$ cat config.mk
export PLATFORM = sky130hd
export DESIGN_NAME = spi_varclk_gen
export DESIGN_NICKNAME = d
export VERILOG_FILES = /design/src/rtl/spi_varclk_pkg.sv /design/src/rtl/spi_varclk_sel.sv /design/src/rtl/spi_varclk_cnt.sv /design/src/rtl/spi_varclk_gen.sv
export SDC_FILE = /design/constraint.sdc
export NUM_CORES = 1
export LEC_CHECK = 0
export BUFFER_PORTS_ARGS = -buffer_cell sky130_fd_sc_hd__buf_2
export CAP_MARGIN = 0
export CELL_PAD_IN_SITES_DETAIL_PLACEMENT = 0
export CELL_PAD_IN_SITES_GLOBAL_PLACEMENT = 1
export CORE_ASPECT_RATIO = 1.2
export CORE_MARGIN = 1.5
export CORE_UTILIZATION = 30
export DETAILED_ROUTE_END_ITERATION = 6
export GPL_ROUTABILITY_DRIVEN = 0
export PLACE_DENSITY_LB_ADDON = 0.25
export SYNTH_ARGS = -nofsm -noshare
export SYNTH_HDL_FRONTEND = slang
export SYNTH_SLANG_ARGS = --single-unit
export TNS_END_PERCENT = 1
$ cat constraint.sdc
create_clock -name clk_i -period 3.65 [get_ports clk_i]
set_input_delay 0.365 -clock clk_i [delete_from_list [all_inputs] [get_ports clk_i]]
set_output_delay 0.365 -clock clk_i [all_outputs]
set_load 0.005 [all_outputs]
$ cat src/rtl/spi_varclk_pkg.sv
package spi_varclk_pkg;
  typedef enum logic [1:0] {
    PH_IDLE   = 2'd0,
    PH_SETUP  = 2'd1,
    PH_ACTIVE = 2'd2
  } phase_e;
endpackage

$ cat src/rtl/spi_varclk_sel.sv
module spi_varclk_sel #(
  parameter int DIV_W = 16,
  parameter int PAT_W = 32
) (
  input  logic             clk_i,
  input  logic             rst_ni,
  input  logic             start_i,
  input  logic             adv_i,
  input  logic             var_en_i,
  input  logic [PAT_W-1:0] pattern_i,
  input  logic [DIV_W-1:0] div_a_i,
  input  logic [DIV_W-1:0] div_b_i,
  output logic [DIV_W-1:0] div_o
);
  localparam int IDX_W = (PAT_W > 1) ? $clog2(PAT_W) : 1;
  localparam logic [IDX_W-1:0] IDX_LAST = IDX_W'(PAT_W - 1);

  logic [IDX_W-1:0] idx_q, idx_nxt;

  always_comb begin
    if (start_i)     idx_nxt = '0;
    else if (adv_i)  idx_nxt = (idx_q == IDX_LAST) ? '0 : idx_q + IDX_W'(1);
    else             idx_nxt = idx_q;
  end

  always_ff @(posedge clk_i or negedge rst_ni) begin
    if (!rst_ni) idx_q <= '0;
    else         idx_q <= idx_nxt;
  end

  // divider for the cycle about to begin
  assign div_o = (var_en_i && pattern_i[idx_nxt]) ? div_b_i : div_a_i;


  idx_wrap_chk: assert property (@(posedge clk_i) disable iff (!rst_ni)
    (adv_i && !start_i && idx_q == IDX_LAST) |=> (idx_q == '0));
endmodule

$ cat src/rtl/spi_varclk_cnt.sv
module spi_varclk_cnt #(
  parameter int DIV_W = 16
) (
  input  logic             clk_i,
  input  logic             rst_ni,
  input  logic             en_i,
  input  logic             clr_i,
  input  logic [DIV_W-1:0] lim_i,
  output logic             hit_o
);
  logic [DIV_W-1:0] cnt_q;

  always_ff @(posedge clk_i or negedge rst_ni) begin
    if (!rst_ni)     cnt_q <= '0;
    else if (clr_i)  cnt_q <= '0;
    else if (en_i)   cnt_q <= cnt_q + DIV_W'(1);
  end

  assign hit_o = en_i && (cnt_q == lim_i);


  cnt_bound_chk: assert property (@(posedge clk_i) disable iff (!rst_ni)
    en_i |-> (cnt_q <= lim_i));
endmodule

$ cat src/rtl/spi_varclk_gen.sv
module spi_varclk_gen
  import spi_varclk_pkg::*;
#(
  parameter int DIV_W = 16,
  parameter int PAT_W = 32
) (
  input  logic             clk_i,
  input  logic             rst_ni,
  input  logic             run_i,
  input  logic             var_en_i,
  input  logic [DIV_W-1:0] div_a_i,
  input  logic [DIV_W-1:0] div_b_i,
  input  logic [PAT_W-1:0] pattern_i,
  input  logic             cpol_i,
  output logic             sclk_o,
  output logic             lead_o,
  output logic             trail_o
);
  phase_e           state_q;
  logic [DIV_W-1:0] lim_q, div_nxt;
  logic             hit, start, adv, cnt_en, cnt_clr;
  logic             act_q, lead_q, trail_q;

  assign start   = (state_q == PH_IDLE) && run_i;
  assign adv     = (state_q == PH_ACTIVE) && hit;
  assign cnt_en  = (state_q != PH_IDLE);
  assign cnt_clr = (state_q == PH_IDLE) || hit;

  spi_varclk_sel #(.DIV_W(DIV_W), .PAT_W(PAT_W)) u_sel (
    .clk_i     (clk_i),
    .rst_ni    (rst_ni),
    .start_i   (start),
    .adv_i     (adv),
    .var_en_i  (var_en_i),
    .pattern_i (pattern_i),
    .div_a_i   (div_a_i),
    .div_b_i   (div_b_i),
    .div_o     (div_nxt)
  );

  spi_varclk_cnt #(.DIV_W(DIV_W)) u_cnt (
    .clk_i  (clk_i),
    .rst_ni (rst_ni),
    .en_i   (cnt_en),
    .clr_i  (cnt_clr),
    .lim_i  (lim_q),
    .hit_o  (hit)
  );

  always_ff @(posedge clk_i or negedge rst_ni) begin
    if (!rst_ni) begin
      state_q <= PH_IDLE;
      lim_q   <= '0;
      act_q   <= 1'b0;
      lead_q  <= 1'b0;
      trail_q <= 1'b0;
    end else begin
      lead_q  <= 1'b0;
      trail_q <= 1'b0;
      unique case (state_q)
        PH_IDLE: begin
          if (run_i) begin
            state_q <= PH_SETUP;
            lim_q   <= div_nxt;
          end
        end
        PH_SETUP: begin
          // stop before any edge: no pulse is started
          if (!run_i) begin
            state_q <= PH_IDLE;
          end else if (hit) begin
            state_q <= PH_ACTIVE;
            act_q   <= 1'b1;
            lead_q  <= 1'b1;
          end
        end
        PH_ACTIVE: begin
          // an active half always completes
          if (hit) begin
            act_q   <= 1'b0;
            trail_q <= 1'b1;
            if (run_i) begin
              state_q <= PH_SETUP;
              lim_q   <= div_nxt;
            end else begin
              state_q <= PH_IDLE;
            end
          end
        end
        default: state_q <= PH_IDLE;
      endcase
    end
  end

  assign sclk_o  = act_q ^ cpol_i;
  assign lead_o  = lead_q;
  assign trail_o = trail_q;


  strobe_excl_chk: assert property (@(posedge clk_i) disable iff (!rst_ni)
    !(lead_q && trail_q));

  lead_edge_chk: assert property (@(posedge clk_i) disable iff (!rst_ni)
    lead_q |-> (act_q && !$past(act_q)));

  no_partial_chk: assert property (@(posedge clk_i) disable iff (!rst_ni)
    $fell(act_q) |-> trail_q);

  abort_chk: assert property (@(posedge clk_i) disable iff (!rst_ni)
    (state_q == PH_SETUP && !run_i) |=> (!act_q && !lead_q));

  idle_level_chk: assert property (@(posedge clk_i) disable iff (!rst_ni)
    (state_q == PH_IDLE) |-> (sclk_o == cpol_i));
endmodule

==> results of run 1 <==
## Yosys cell counts (8+ instances only)
library cell,instances,area (um^2)
sky130_fd_sc_hd__mux2i_1,8,80.1
sky130_fd_sc_hd__nand2_1,45,169
sky130_fd_sc_hd__inv_1,8,30.0
sky130_fd_sc_hd__clkbuf_1,14,52.6
sky130_fd_sc_hd__o211ai_1,11,82.6
sky130_fd_sc_hd__dfrtp_1,42,1050
sky130_fd_sc_hd__nor3_1,9,45.0
sky130_fd_sc_hd__nor2_1,27,101
sky130_fd_sc_hd__a21oi_1,15,75.1
sky130_fd_sc_hd__o21ai_0,10,50.1
sky130_fd_sc_hd__nand3_1,14,70.1
sky130_fd_sc_hd__o311ai_0,16,140
sky130_fd_sc_hd__o211ai_2,10,125
sky130_fd_sc_hd__xor2_1,22,193
## worst register-to-register path: stages, from the launching register on
cell,delay [ns]
sky130_fd_sc_hd__dfrtp_1,0.43
sky130_fd_sc_hd__xor2_1,0.19
sky130_fd_sc_hd__nor4_2,0.36
sky130_fd_sc_hd__nand4_1,0.14
sky130_fd_sc_hd__buf_4,0.22
sky130_fd_sc_hd__o31ai_2,0.30
sky130_fd_sc_hd__nand2b_1,0.23
sky130_fd_sc_hd__inv_2,0.12
sky130_fd_sc_hd__mux2i_1,0.15
sky130_fd_sc_hd__a21oi_1,0.26
sky130_fd_sc_hd__nor4_4,0.09
sky130_fd_sc_hd__buf_4,0.19
sky130_fd_sc_hd__o311ai_0,0.45
sky130_fd_sc_hd__o211ai_2,0.14
## routing by layer
layer,part of all wire,up-vias
li1,-,1424
met1,0.45,1352
met2,0.49,90
met3,0.056,5
met4,0.0069,0
met5,0,-
## cells in the final DEF (no fill, tap or decap), types with 3 or more instances in the layout
master                       n
sky130_fd_sc_hd__a31oi_1     3
sky130_fd_sc_hd__o31ai_1     3
sky130_fd_sc_hd__xnor2_1     5
sky130_fd_sc_hd__o21ai_0    10
sky130_fd_sc_hd__a21oi_1    15
sky130_fd_sc_hd__nor2_1     27
sky130_fd_sc_hd__nand2b_1    6
sky130_fd_sc_hd__inv_2       3
sky130_fd_sc_hd__ha_1        3
sky130_fd_sc_hd__mux2i_1     8
sky130_fd_sc_hd__dfrtp_1    42
sky130_fd_sc_hd__nor3_1      9
sky130_fd_sc_hd__o31a_1      3
sky130_fd_sc_hd__o211ai_2   10
sky130_fd_sc_hd__buf_4      13
sky130_fd_sc_hd__nand4_1     4
sky130_fd_sc_hd__nor4_2      3
sky130_fd_sc_hd__and3_1      6
sky130_fd_sc_hd__clkbuf_16   5
sky130_fd_sc_hd__or3_1       7
sky130_fd_sc_hd__a211oi_1    4
sky130_fd_sc_hd__o211ai_1   11
sky130_fd_sc_hd__nand4b_1    3
sky130_fd_sc_hd__xor2_1     22
sky130_fd_sc_hd__buf_2      71
sky130_fd_sc_hd__nand2_1    45
sky130_fd_sc_hd__o311ai_0   15
sky130_fd_sc_hd__nand3_1    14
sky130_fd_sc_hd__inv_1       8
## report_power, final
part           switching, mW  internal, mW  total [mW]
clock                  0.183         0.254       0.437
combinational          0.105        0.0896       0.194
sequential            0.0349         0.502       0.537
total                  0.323         0.846        1.17
## state kept, by name, summed over array words and instances (netlist names)
signal / flops
lim_q: 16
u_sel.idx_q: 5
lead_o: 1
act_q: 1
u_cnt.cnt_q: 16
state_q: 2
trail_o: 1
## area by class of cell
type	instances	area, um^2
fillers	1047	5990
repair buffers	84	453
clock buffers	6	129
inverters	12	46.3
flip-flops and latches	42	1050
clock inverters	2	13.8
well taps	123	154
multi-input cells	271	1830
## kinds of logic after synthesis
family | share of synthesized area
muxes | 0.0339
and+or+nand+nor | 0.232
DFF | 0.347
buffers and inverters | 0.0480
AOI/OAI and AO/OA | 0.249
xor gates and xnor gates | 0.0782
adders and majority gates | 0.0124
## per-stage QoR
step | hold slack [ns] | area (um^2) | cells | worst slack [ns]
6_report | 0.238 | 3680 | 540 | 0.238
3_3_place_gp | 0.485 | 3530 | 532 | 0.284
4_1_cts | 0.284 | 3680 | 540 | 0.214
5_1_grt | 0.325 | 3680 | 540 | 0.0162
2_1_floorplan | 0.0694 | 3030 | 346 | 0.523
3_5_place_dp | 0.494 | 3530 | 532 | 0.226
## final timing paths
kind,from,endpoint,cells past startpoint
min in group clk_i,div_a_i[3],lim_q[3],3
hold / removal,rst_ni,act_q,1
hold reg to reg,act_q,act_q,2
setup reg to reg,u_cnt.cnt_q[9],lim_q[12],13
setup / recovery,u_cnt.cnt_q[9],lim_q[12],13
max in group asynchronous,rst_ni,lim_q[1],1
==> flow_metrics.tcl, run 1 <==
set metrics [dict create \
    status "finished clean" \
    worst_path_largest_cell_delay_ns 0.45 \
    timing.hold.worst.class "primary input to async pin" \
    use_met1 0.216 \
    drv.max_cap_violation_count 0 \
    power.density_nw_per_um2 318 \
    drt-total-wl_mm 8.42 \
    max_freq_ghz 0.293 \
    port_buffers 71 \
    slew_violations 0 \
    yosys_register_bits 42 \
    syn-instance-count 346 \
    ctsHtreeMaxLevel 2 \
    grt-ovfl-total 0 \
    post_cts.resized_instances 0 \
    grt.met2_usage 0.278 \
    critPathSlowestCell "sky130_fd_sc_hd__o311ai_0" \
    layout.nets 488 \
    power.static_leakage_nw 1.69 \
    crit_family "compound AO/OA/AOI/OAI gates" \
    grt_max_degree 43 \
    drt_pre_antenna_iters 4 \
    final_period_minus_worst_setup_slack_ns 3.41 \
    critical_path_peak_fanout 16 \
    route.detailed.drc 0 \
    cts_tree "yes" \
    chipWidth_um 94.7 \
    reg2reg_setup_slack_ns 0.24 \
    via_count 2871 \
    postRouteAntennaNets 0 \
    total_buffers_and_inverters_traversed_by_the_critical_path 3 \
    vias_per_cell 5.32 \
    synth_ff_type "sky130_fd_sc_hd__dfrtp_1" \
    rsz0062_at_grt "no" \
    hpwl_mm 6.36 \
    finalHoldViolCount 0 \
    number_of_global_route_vias_before_repair 2934 \
    fin_total_pwr_mw 1.17 \
    fin_crit_sh 0.935 \
    antenna_found_initial 0 \
    cts_buffers 5 \
    placementRows 39 \
    synth.net_count 418 \
    num_io_pins 72 \
    critPathRequiredTime_ns 3.80 \
    peakVddDrop_v 0.000144 \
    synthDistinctLibCells 59 \
    setup_viol_count_final 0 \
    synth_enable_flop_cells 0 \
    growth_of_design_area_from_synthesis_to_finish_pct 21.5 \
    max_slew_margin 0.232 \
    syn_avg_cell_area_um2 8.74 \
    clk_path_buf_depth 2 \
    synth_async_sr_flop_share 1.00 \
    buffers_inserted_by_post_cts_timing_repair 0 \
    clock_input_transition_at_the_sequential_cells_of_the_worst_setup_and_hold_paths_ns 0.06 \
    final_layout_size_suffix_gt1_frac 0.288 \
    detailedRoute.firstIterationViolations 128 \
    grt_first_pass_wirelength_mm 14.0 \
    worst_setup_path_start_kind "flip-flop" \
    cts_sinks 42 \
    synth-seq-area-share 0.347 \
    antenna_cells 0 \
    timing.clock.skew_ns 0.00505 \
    utilization_after_layout 0.380 \
    floorplan.die.height_um 113 \
    worst-endpoint-arrival_ns 3.56 \
    worst_setup_path_end_kind "flip-flop" \
    tns_ns 0 \
    cts_hold_buffers 0 \
    grt.total_usage 0.166 \
    grt-busiest-layer "met2" \
    tightestPinTransition_ns 1.14 \
    path_cells "xor2_1 -> nor4_2 -> nand4_1 -> buf_4 -> o31ai_2 -> nand2b_1 -> inv_2 -> mux2i_1 -> a21oi_1 -> nor4_4 -> buf_4 -> o311ai_0 -> o211ai_2" \
    synth.cell_area_um2 3030 \
    design.core.area_um2 9660 \
    fp.dieArea_um2 10700 \
    setup.worst_path.class "flip-flop to flip-flop" \
    path_common_cell "sky130_fd_sc_hd__buf_4" \
    yosys_warnings 0 \
    clk-insertion-delay-late_ns 0.28 \
    grt_use_met3 0.0309 \
    clk_root_buffer_cell "sky130_fd_sc_hd__clkbuf_16" \
    initial_core_util 0.313 \
    drt_wl_cell_um 15.6 \
]
Note: power is estimated with default switching activity, not from simulation.
==> run 2: changes to the inputs <==
- MAX_ROUTING_LAYER: default -> met4
==> run 2 against run 1 <==
Largest cell class unchanged. Combinational power about the same. Global-route usage up 0.46 points. Sequential power about the same. Non-clock buffer count unchanged. Worst setup slack worse by 0.0020 ns. Via count shrank 0.10%. Count of clock-buffer cells in the layout stayed put. Sequential share of layout area unchanged. Maximum frequency about the same. Sequential cell count is the same. Largest power group unchanged.
==> flow_metrics.tcl, run 2 (same netlist as run 1, synthesis figures left out) <==
set metrics [dict create \
    layout.nets 488 \
    antenna_cells 0 \
    grt.total_usage 0.171 \
    cts_buffers 5 \
    drt_pre_antenna_iters 4 \
    timing.clock.skew_ns 0.00439 \
    placement.cell_area_um2 3530 \
    chipWidth_um 94.7 \
    antenna_found_initial 0 \
    finalInstanceArea_um2 3680 \
    fp.dieArea_um2 10700 \
    worst_r2r_endpoint "lim_q[12]" \
    num_io_pins 72 \
    design.core.area_um2 9660 \
    worst_setup_path_end_kind "flip-flop" \
    port_buffers 71 \
    final_layout_size_suffix_gt1_frac 0.288 \
    placementRows 39 \
    reg2reg_setup_slack_ns 0.24 \
    postRouteAntennaNets 0 \
    route.detailed.drc 0 \
    layout.cells.most_common "sky130_fd_sc_hd__buf_2" \
    worst_setup_path_start_kind "flip-flop" \
    mostFrequentLayoutCells "sky130_fd_sc_hd__buf_2 (71), sky130_fd_sc_hd__nand2_1 (45), sky130_fd_sc_hd__dfrtp_1 (42)" \
    power.density_nw_per_um2 318 \
    setup.worst_path.class "flip-flop to flip-flop" \
    reg2reg_path_depth 13 \
    max_slew_margin 0.240 \
    fillCellCount 1047 \
    finalHoldViolCount 0 \
    cts_sinks 42 \
    max_freq_ghz 0.293 \
    critPathRequiredTime_ns 3.80 \
    growth_of_design_area_from_synthesis_to_finish_pct 21.5 \
    number_of_global_route_vias_before_repair 2930 \
    timing.hold.worst.class "primary input to async pin" \
    tns_ns 0 \
    grt_max_degree 43 \
    vias_per_cell 5.31 \
    detailedRoute.firstIterationViolations 152 \
    ctsHtreeMaxLevel 2 \
    clk-insertion-delay-late_ns 0.28 \
    grt_first_pass_wirelength_mm 14.0 \
    clk_path_buf_depth 2 \
    reg_top3 "lim_q x16, u_cnt.cnt_q x16, u_sel.idx_q x5" \
    drv.max_cap_violation_count 0 \
    buffers_inserted_by_post_cts_timing_repair 0 \
    peakVddDrop_v 0.000144 \
    fin_total_pwr_mw 1.17 \
    drt_wl_cell_um 15.6 \
    drt-total-wl_mm 8.44 \
    setup_viol_count_final 0 \
    rsz0062_at_grt "no" \
    cts_tree "yes" \
    grt-ovfl-total 0 \
    fin_crit_sh 0.935 \
    tightestPinTransition_ns 1.13 \
    slew_violations 0 \
    rr_startpoint "u_cnt.cnt_q[9]" \
    worst-endpoint-arrival_ns 3.56 \
    status "finished clean" \
    critical_path_peak_fanout 16 \
    final_period_minus_worst_setup_slack_ns 3.41 \
    power.static_leakage_nw 1.69 \
    via_count 2868 \
    clk_root_buffer_cell "sky130_fd_sc_hd__clkbuf_16" \
    floorplan.die.height_um 113 \
    initial_core_util 0.313 \
    clock_input_transition_at_the_sequential_cells_of_the_worst_setup_and_hold_paths_ns 0.06 \
    hpwl_mm 6.36 \
]
run 2: cell counts in the layout (fill, tap and decap cells not counted):
Identical to the previous run, type by type.
run 2: power breakdown:
part | internal [mW] | leakage, nW | switching, mW
logic | 0.0896 | 1.06 | 0.105
clock network | 0.254 | 0.0708 | 0.185
registers | 0.502 | 0.557 | 0.0349
run 2: layout make-up:
| type | instances | area, um^2 | share of cell area |
|---|---|---|---|
| multi-input combinational | 271 | 1830 | 0.498 |
| inverter | 12 | 46.3 | 0.0126 |
| timing repair buffer | 84 | 453 | 0.123 |
| tap | 123 | 154 | 0.0419 |
| sequential | 42 | 1050 | 0.286 |
| clock inverter | 2 | 13.8 | 0.00374 |
| clock buffer | 6 | 129 | 0.0351 |
run 2: how the worst max path moves through the flow:
stage / from / to / slack [ns] / depth (start not counted)
6_report: u_cnt.cnt_q[9] / lim_q[12] / 0.24 / 13
5_1_grt: u_cnt.cnt_q[9] / lim_q[12] / 0.02 / 13
4_1_cts: u_cnt.cnt_q[9] / lim_q[12] / 0.21 / 13
3_5_place_dp: u_cnt.cnt_q[9] / lim_q[12] / 0.23 / 13
3_3_place_gp: u_cnt.cnt_q[9] / lim_q[12] / 0.28 / 13
2_1_floorplan: u_sel.idx_q[0] / lim_q[10] / 0.52 / 13
run 2: stage by stage:
stage               worst slack (ns)  utilization  hold slack [ns]  std cells
floorplan                      0.523            -           0.0694        346
global placement               0.284        0.366            0.485        532
detailed placement             0.226        0.366            0.494        532
CTS                            0.214        0.380            0.284        540
global route                  0.0162        0.380            0.325        540
finish                         0.236        0.380            0.237        540
run 2: timing repair:
action / CTS / global route
gates resized for setup: 0 / 1
setup endpoints to repair: 0 / 1
hold buffers: 0 / 0
run 2: metal layers:
| metal | vias up | track usage | share of wire |
|---|---|---|---|
| met5 | - | - | 0 |
| met4 | 0 | 0.0498 | 0.0055 |
| met3 | 5 | 0.0269 | 0.053 |
| met2 | 89 | 0.277 | 0.49 |
| met1 | 1350 | 0.218 | 0.45 |
| li1 | 1424 | - | - |
run 2: worst max-delay path: stages (launching register included):
cell                       delay (ns)
sky130_fd_sc_hd__dfrtp_1         0.43
sky130_fd_sc_hd__xor2_1          0.19
sky130_fd_sc_hd__nor4_2          0.36
sky130_fd_sc_hd__nand4_1         0.14
sky130_fd_sc_hd__buf_4           0.22
sky130_fd_sc_hd__o31ai_2         0.29
sky130_fd_sc_hd__nand2b_1        0.23
sky130_fd_sc_hd__inv_2           0.12
sky130_fd_sc_hd__mux2i_1         0.15
sky130_fd_sc_hd__a21oi_1         0.26
sky130_fd_sc_hd__nor4_4          0.09
sky130_fd_sc_hd__buf_4           0.19
sky130_fd_sc_hd__o311ai_0        0.45
sky130_fd_sc_hd__o211ai_2        0.14
==> run 3: changes to the inputs <==
- CORE_UTILIZATION: 30 -> 36
- clock period: 3.65 -> 2.9 ns (I/O delays scaled with it)
==> run 3 against run 2 <==
The flow now finishes with violations (negative setup slack). Utilization rose by 13 points. Sequential cell count did not move. Wire length rose by 4.7%. Via count rose by 7.5%. Clock power fell by 15%. First-iteration DRC count fell by 47%. Power rose by 13%. Clock skew rose by 0.0064 ns. Die area fell by 16%. Critical path type unchanged.
==> flow_metrics.tcl, run 3 (same netlist as run 1, synthesis figures left out) <==
set metrics [dict create \
    antenna_cells 0 \
    slew_violations 0 \
    critPathSlowestCell "sky130_fd_sc_hd__or3_4" \
    cts_hold_buffers 0 \
    vias_per_cell 5.28 \
    mostFrequentLayoutCells "sky130_fd_sc_hd__buf_2 (71), sky130_fd_sc_hd__buf_4 (63), sky130_fd_sc_hd__nand2_1 (45)" \
    hpwl_mm 7.02 \
    reg2reg_setup_slack_ns -0.27 \
    power.density_nw_per_um2 320 \
    finalHoldViolCount 0 \
    design.core.area_um2 8150 \
    violations "negative setup slack" \
    path_cells "xor2_1 -> nor4_2 -> nand4_1 -> buf_6 -> mux2_4 -> clkinv_4 -> a211oi_1 -> a32oi_1 -> nand4b_1 -> nand3_4 -> or3_4 -> buf_6 -> o211ai_1" \
    reg_top3 "lim_q x16, u_cnt.cnt_q x16, u_sel.idx_q x5" \
    clock_input_transition_at_the_sequential_cells_of_the_worst_setup_and_hold_paths_ns 0.08 \
    num_io_pins 72 \
    timing.clock.skew_ns 0.0108 \
    drt_pre_antenna_iters 4 \
    worst_r2r_endpoint "lim_q[3]" \
    worst-endpoint-arrival_ns 3.37 \
    layout.cells.most_common "sky130_fd_sc_hd__buf_2" \
    grt.total_usage 0.210 \
    drv.max_cap_violation_count 0 \
    setup.worst_path.class "flip-flop to flip-flop" \
    drt_wl_cell_um 15.1 \
    setup_viol_count_final 16 \
    max_freq_ghz 0.315 \
    dpl_worst_slack_ns -0.470 \
    initial_core_util 0.371 \
    growth_of_design_area_from_synthesis_to_finish_pct 36.4 \
    path_common_cell "sky130_fd_sc_hd__buf_6" \
    postRouteAntennaNets 0 \
    grt_first_pass_wirelength_mm 14.4 \
    antenna_found_initial 0 \
    grt-ovfl-total 0 \
    cts_buffers 5 \
    dpl.cell_count 578 \
    postLayoutSetupSlackWorst_ns -0.270 \
    worst_path_largest_cell_delay_ns 0.44 \
    tightestPinTransition_ns 0.980 \
    worst_setup_path_start_kind "flip-flop" \
    port_buffers 71 \
    placementRows 36 \
    detailedRoute.firstIterationViolations 80 \
    chipWidth_um 86.7 \
    rr_startpoint "lim_q[5]" \
    timing.hold.worst.class "primary input to async pin" \
    critPathRequiredTime_ns 3.10 \
    finish.cell_count_without_fillers 584 \
    fin_crit_sh 1.09 \
    reg2reg_path_depth 13 \
    clk-insertion-delay-late_ns 0.29 \
    cts_sinks 42 \
    fp.dieArea_um2 8960 \
    final_layout_size_suffix_gt1_frac 0.400 \
    total_buffers_and_inverters_traversed_by_the_critical_path 3 \
    cts_tree "yes" \
    max_slew_margin 0.346 \
    layout.nets 543 \
    route.detailed.drc 0 \
    crit_family "simple AND/OR/NAND/NOR gates" \
    rsz0062_at_grt "yes" \
    final_period_minus_worst_setup_slack_ns 3.17 \
    floorplan.die.height_um 103 \
    ctsHtreeMaxLevel 2 \
    worst_setup_path_end_kind "flip-flop" \
    status "finished with violations" \
    critical_path_peak_fanout 9 \
    peakVddDrop_v 0.000240 \
    number_of_global_route_vias_before_repair 3131 \
    clk_root_buffer_cell "sky130_fd_sc_hd__clkbuf_8" \
    drt-total-wl_mm 8.83 \
    via_count 3083 \
    grt_max_degree 43 \
    power.static_leakage_nw 1.97 \
    clk_path_buf_depth 2 \
    buffers_inserted_by_post_cts_timing_repair 0 \
]
==> run 3: changes by cell type in the layout (fill, tap and decap cells not counted), moves of 4 or more <==
cell,delta
sky130_fd_sc_hd__buf_4,+50
sky130_fd_sc_hd__clkbuf_16,-5
sky130_fd_sc_hd__buf_6,+4
sky130_fd_sc_hd__clkbuf_8,+6
sky130_fd_sc_hd__o311ai_1,+11
sky130_fd_sc_hd__o311ai_2,+4
sky130_fd_sc_hd__o311ai_0,-15
==> run 3: cell type report <==
| class | count | area, um^2 |
|---|---|---|
| Fill cell | 817 | 4030 |
| Multi-Input combinational cell | 271 | 1910 |
| Sequential cell | 42 | 1050 |
| Timing Repair Buffer | 139 | 893 |
| Tap cell | 114 | 143 |
| Clock buffer | 6 | 82.6 |
| Inverter | 12 | 50.0 |
==> run 3: through the flow <==
step	hold slack (ns)	power (mW)	instance area (um^2)	TNS, ns	utilization
2_1_floorplan	-0.00559	0.825	3060	-0.845	-
3_3_place_gp	0.490	0.952	3970	-5.51	0.487
5_1_grt	0.221	1.39	4130	-5.91	0.506
6_report	0.144	1.32	4130	-3.36	0.506
3_5_place_dp	0.494	0.955	3970	-6.25	0.487
4_1_cts	0.187	1.34	4110	-3.95	0.504
==> run 3: worst max-delay path by stage <==
stage,startpoint,to,slack (ns),cells after the start
global route,u_cnt.cnt_q[5],lim_q[3],-0.39,13
global placement,lim_q[15],lim_q[13],-0.44,13
CTS,lim_q[5],lim_q[3],-0.30,13
floorplan,u_cnt.cnt_q[2],lim_q[10],-0.08,14
detailed placement,lim_q[5],lim_q[11],-0.47,13
finish,lim_q[5],lim_q[3],-0.27,13
==> run 3: metal layers <==
layer / global-route usage / wire [um] / vias up
met3: 0.0238 / 314 / 14
met5: - / 0 / -
met4: 0.0744 / 221 / 0
li1: - / - / 1533
met1: 0.238 / 3740 / 1467
met2: 0.383 / 4550 / 69
==> run 3: worst reg2reg max path, cell delays in order, from the launching register on <==
cell	delay [ns]
sky130_fd_sc_hd__dfrtp_1	0.42
sky130_fd_sc_hd__xor2_1	0.16
sky130_fd_sc_hd__nor4_2	0.34
sky130_fd_sc_hd__nand4_1	0.16
sky130_fd_sc_hd__buf_6	0.18
sky130_fd_sc_hd__mux2_4	0.33
sky130_fd_sc_hd__clkinv_4	0.08
sky130_fd_sc_hd__a211oi_1	0.05
sky130_fd_sc_hd__a32oi_1	0.29
sky130_fd_sc_hd__nand4b_1	0.22
sky130_fd_sc_hd__nand3_4	0.09
sky130_fd_sc_hd__or3_4	0.44
sky130_fd_sc_hd__buf_6	0.15
sky130_fd_sc_hd__o211ai_1	0.18
==> run 3: repair_timing <==
| action | 4_1_cts | 5_1_grt |
|---|---|---|
| endpoints found under the setup margin | 16 | 16 |
| gates resized for setup | 24 | 6 |
| endpoints found under the hold margin | 0 | 0 |
| pin swaps | 2 | 2 |
==> run 3: where the power goes <==
| part | total (mW) | switching, mW | internal (mW) |
|---|---|---|---|
| Combinational | 0.272 | 0.142 | 0.130 |
| Sequential | 0.676 | 0.0442 | 0.632 |
| Clock | 0.372 | 0.188 | 0.184 |
| Total | 1.32 | 0.374 | 0.945 |
